===== src/rtl/spi_chan_engine.sv =====
`timescale 1ns/1ps
module spi_chan_engine #(
  parameter int DW  = 32,
  parameter int DIV = 4
) (
  input  logic          clk,
  input  logic          rst_n,
  input  logic          cfg_we,
  input  logic          ctl_we,
  input  logic          tx_we,
  input  logic          rx_re,
  input  logic [DW-1:0] wr_data,
  input  logic          single_mode,
  output logic [22:0]   cfg_q,
  output logic [2:0]    stat_q,
  output logic          en_q,
  output logic [DW-1:0] tx_q,
  output logic [DW-1:0] rx_q,
  output logic          busy,
  output logic          dma_wr_req,
  output logic          dma_rd_req,
  output logic          ev_tx_empty,
  output logic          ev_rx_full,
  output logic          cfg_err,
  output logic          sclk,
  output logic          mosi,
  input  logic          miso,
  output logic          cs_n
);
  localparam int PW   = $clog2(DIV);
  localparam int HALF = DIV / 2;
  localparam int BW   = $clog2(DW) + 1;

  logic [DW-1:0] sh, rsh;
  logic [PW-1:0] ph;
  logic [BW-1:0] bits;
  logic          pend, evt;

  wire [1:0]    trm     = cfg_q[13:12];
  wire          turbo   = cfg_q[19];
  wire          force_b = cfg_q[20];
  wire [BW-1:0] wl      = BW'(cfg_q[11:7]) + BW'(1);
  wire          rx_hold = stat_q[0] && trm != 2'd2 && !turbo;
  wire          tx_hold = stat_q[1] && trm != 2'd1;
  wire          go      = pend && !busy;
  wire          ph_last = ph == PW'(DIV - 1);

  assign sclk        = busy && ph >= PW'(HALF);
  assign mosi        = !cs_n && sh[DW-1];
  assign ev_tx_empty = evt && tx_hold;
  assign ev_rx_full  = evt && rx_hold;
  assign dma_wr_req  = en_q && cfg_q[14] && stat_q[1] && trm != 2'd1;
  assign dma_rd_req  = en_q && cfg_q[15] && stat_q[0] && trm != 2'd2;
  assign cfg_err     = cfg_q[11:7] < 5'd3 || trm == 2'd3;

  always_ff @(posedge clk or negedge rst_n) begin
    if (!rst_n) begin
      cfg_q  <= 23'h060000;
      stat_q <= 3'b010;
      en_q   <= 1'b0;
      tx_q   <= '0;
      rx_q   <= '0;
      busy   <= 1'b0;
      cs_n   <= 1'b1;
      sh     <= '0;
      rsh    <= '0;
      ph     <= '0;
      bits   <= '0;
      pend   <= 1'b0;
      evt    <= 1'b0;
    end else begin
      evt <= 1'b0;
      if (cfg_we) cfg_q <= wr_data[22:0];
      if (ctl_we) en_q <= wr_data[0];

      if (go) begin
        pend <= 1'b0;
        if (en_q) begin
          if (rx_hold || tx_hold) begin
            evt <= 1'b1;
          end else if (!single_mode || force_b) begin
            busy <= 1'b1;
            cs_n <= 1'b0;
            ph   <= '0;
            bits <= wl;
            sh   <= tx_q << (DW - int'(wl));
            rsh  <= '0;
          end else begin
            tx_q      <= '0;
            stat_q[2] <= 1'b1;
            stat_q[1] <= 1'b1;
            if (trm != 2'd2) stat_q[0] <= 1'b1;
            evt <= 1'b1;
          end
        end
      end

      if (busy) begin
        ph <= ph_last ? '0 : ph + PW'(1);
        if (ph == PW'(HALF - 1)) rsh <= {rsh[DW-2:0], miso};
        if (ph_last) begin
          sh   <= sh << 1;
          bits <= bits - BW'(1);
          if (bits == BW'(1)) begin
            busy      <= 1'b0;
            cs_n      <= 1'b1;
            rx_q      <= rsh;
            tx_q      <= '0;
            stat_q[2] <= 1'b1;
            stat_q[1] <= 1'b1;
            if (trm != 2'd2) stat_q[0] <= 1'b1;
            evt <= 1'b1;
          end
        end
      end

      if (tx_we) begin
        tx_q      <= wr_data;
        stat_q[1] <= 1'b0;
        pend      <= 1'b1;
      end
      if (rx_re) begin
        stat_q[0] <= 1'b0;
        pend      <= 1'b1;
      end
      if (ctl_we && wr_data[0] && !en_q) pend <= 1'b1;
    end
  end
endmodule



===== config.mk =====
export PLATFORM = sky130hd
export DESIGN_NAME = spi_chan_engine
export DESIGN_NICKNAME = d
export VERILOG_FILES = /design/src/rtl/spi_chan_engine.sv
export SDC_FILE = /design/constraint.sdc
export NUM_CORES = 1
export LEC_CHECK = 0
export BUFFER_PORTS_ARGS = -buffer_cell sky130_fd_sc_hd__buf_2
export CAP_MARGIN = 30
export CORE_MARGIN = 2
export CORE_UTILIZATION = 62
export CTS_CLUSTER_DIAMETER = 120
export CTS_CLUSTER_SIZE = 8
export DETAILED_ROUTE_END_ITERATION = 12
export PLACE_DENSITY = 0.85
export SETUP_SLACK_MARGIN = 0.2
export SLEW_MARGIN = 15
export SYNTH_ARGS = -nofsm -noshare
export SYNTH_HDL_FRONTEND = slang
export SYNTH_SLANG_ARGS = --single-unit

===== constraint.sdc =====
create_clock -name clk -period 4 [get_ports clk]
set_input_delay 0.4 -clock clk [delete_from_list [all_inputs] [get_ports clk]]
set_output_delay 0.4 -clock clk [all_outputs]
set_load 0.05 [all_outputs]

==> out/metrics.cfg <==
[outcome]
status = complete, no violations

[global_routing]
grt_pass1_vias = 7889
grt_overflow = 0
grt_start_max_net_pins = 105
antenna_found_initial = 0
grt_pass1_wl_mm = 42.9
track_usage_pct = 33.9

[route]
drt_wl_total_mm = 26.9
drt-pass1-iter-count = 6
drt_iter0_drc = 1075
vias = 8378
route.detailed.drc = 0
viasPerCell = 6.57
wire_per_inst_um = 21.1
final_antenna_net_count = 0

[critical_path]
crit_slowest_cell = xnor3_2
path_depth = 9
arrival_ns = 3.74
reg2reg_depth = 9
max_stage_delay_ns = 0.80
critPathTopFamily = compound AO/OA/AOI/OAI gates
end_kind = flip-flop
worst-setup-path-type = flip-flop to flip-flop
endpoint = sh[31]
crit_required_ns = 4.36
startpoint = cfg_q[8]
crit_fanout = 34
critPathLaunchType = flip-flop
worstReg2RegEnd = sh[31]
worst-path-buf-inv = 0
r2r_slack_ns = 0.62
reg2reg_from = cfg_q[8]
path_cells = ha_1 -> xnor3_2 -> mux2i_1 -> o32a_1 -> o311a_1 -> and3_1 -> a311oi_1 -> o21ai_0 -> a21oi_1

[sta]
maxSlewViolCount = 0
post-route-period-util_pct = 84.6
setup_viol = 0
relSlewSlack_pct = 45.6
layout_min_cycle_time_ns = 3.38
setup_tns_ns = 0
fin_skew_ns = 0.0148
fin_ws_ns = 0.617
rsz0062_at_grt = false
max_freq_mhz = 296
worst_pin_slew_ns = 0.816
whs_ns = 0.146
hold_viol_final = 0

[power_and_ir_drop]
vdd_drop_max_mv = 0.472
power_leakage_uw = 0.00476
pwr_density_cell_nw_per_um2 = 645

[die]
dieArea_um2 = 16000
die_w_um = 127
die_h_um = 127
initial_utilization_pct = 63.8
row_count = 44
core-area_um2 = 14600
ios = 140

[cts]
clk_latency_ns = 0.44
cts_hold_buf = 0
clock-root-buffer = clkbuf_16
clkSinkCount = 167
cts_tree = built
postCtsSetupBuffers = 0
cts_buffer_depth = 2
cts.repair.resized = 0
cts.htree.levels = 4
numCtsBuffers = 17
clk_pin_slew_worst_paths_ns = 0.07

[synth]
yosysWarnings = 0
synth_edf_count = 0
yosysSeqAreaShare_pct = 45.0
syn_nets = 1019
syn_inst = 972
post_synth.cell_area_avg_um2 = 9.58
dominantRegCellSynth = dfrtp_1
synthArstFlopShare_pct = 100
ys_ff_latch = 167
ys_types = 70
synth_area_um2 = 9310

[placed_design]
placed_cell_area_um2 = 10000
dpl.hpwl_mm = 17.9
io_buffers = 139
globalplace.congestion = 0.998
dpl_worst_slack_ns = 0.692

[cells_and_area]
syn2layout_area_growth_pct = 14.9
nNetsFinal = 1126
drive_gt1_share_pct = 27.0
diodes = 0
fillers = 1018
final_design_area_no_fill_um2 = 10700

[flow_run]
cap_violations = 0

[hold_path]
hold_path_class = primary input to flip-flop
min_from = rx_re

-- layout by cell type (no fill, tap or decap), types with 8 or more instances in the layout --
cell type	netlist	final
nor2b_1	16	16
a21oi_1	54	54
mux4_2	19	19
a221oi_1	11	11
nand3_1	53	53
and3_1	13	13
inv_1	10	10
nand2b_1	8	8
o22ai_1	13	13
mux2_2	61	61
buf_4	1	18
and2_1	9	9
a31oi_1	11	11
dfrtp_1	163	162
buf_2	13	138
o21ai_0	61	61
nor2_1	82	82
mux2i_1	23	23
nand2_1	169	169
clkbuf_16	0	17
nor3_1	12	12
a211oi_1	8	8
-- cell usage after synthesis, types with 10 or more instances --
library cell	number	area (um^2)
o21ai_0	61	305
nand2_1	169	634
mux2_2	61	687
mux2i_1	23	230
inv_1	10	37.5
a221oi_1	11	96.3
a31oi_1	11	68.8
nor2b_1	16	100
o22ai_1	13	81.3
clkbuf_1	44	165
buf_2	13	65.1
nand3_1	53	265
and3_1	13	81.3
nor3_1	12	60.1
mux4_2	19	428
dfrtp_1	163	4080
nor2_1	82	308
a21oi_1	54	270
-- routing by layer --
layer / GRT usage, % / part of all wire (%) / vias up / routed length [um]
met2: 51.5 / 47 / 515 / 12600
met4: 16.6 / 4.4 / 0 / 1180
li1: - / - / 3695 / -
met3: 8.77 / 9.8 / 88 / 2630
met1: 45.6 / 39 / 4080 / 10500
met5: 0 / 0 / - / 0
-- how the worst min path moves through the flow --
stage | to | slack, ns | cells after the start
3_3_place_gp | stat_q[2] | 0.45 | 1
6_report | stat_q[0] | 0.15 | 2
2_1_floorplan | bits[0] | 0.10 | 0
3_5_place_dp | stat_q[2] | 0.45 | 1
4_1_cts | sh[17] | 0.13 | 1
5_1_grt | stat_q[0] | 0.15 | 2
-- registers in the layout (all words and copies together), names as in the netlist, 2 cells and up --
| signal | count |
|---|---|
| bits | 6 |
| cfg_q | 23 |
| ph | 2 |
| rsh | 32 |
| rx_q | 32 |
| sh | 32 |
| stat_q | 3 |
| tx_q | 32 |
-- logic make-up (layout without fill, tap and decap cells) --
logic type,after synthesis,after routing,synth area share (%)
AOI/OAI and AO/OA,220,220,15.5
adders and majority gates,7,7,0.941
xor gates and xnor gates,8,8,0.914
DFF,167,167,45.0
buffers and inverters,85,205,4.93
and+or+nand+nor,382,382,18.3
muxes,103,103,14.5
-- power by group --
group	switching [uW]	total, uW	internal (uW)
logic	1750	2660	906
registers	390	2490	2100
clock network	739	1740	1000
total	2880	6890	4010
-- through the flow --
step	total power, uW	instances	utilization, %
3_3_place_gp	4940	1239	68.4
5_1_grt	7210	1276	73.3
2_1_floorplan	4360	972	-
6_report	6890	1276	73.3
3_5_place_dp	5070	1241	68.6
4_1_cts	6810	1273	72.8
-- area by class of cell --
cell class	count	area, um^2	area share (%)
tap	184	230	2.15
timing repair buffer	162	932	8.72
sequential	167	4190	39.1
clock inverter	13	189	1.77
clock buffer	19	433	4.05
inverter	11	41.3	0.386
multi-input combinational	720	4680	43.8
Note: power is estimated with default switching activity, not from simulation.
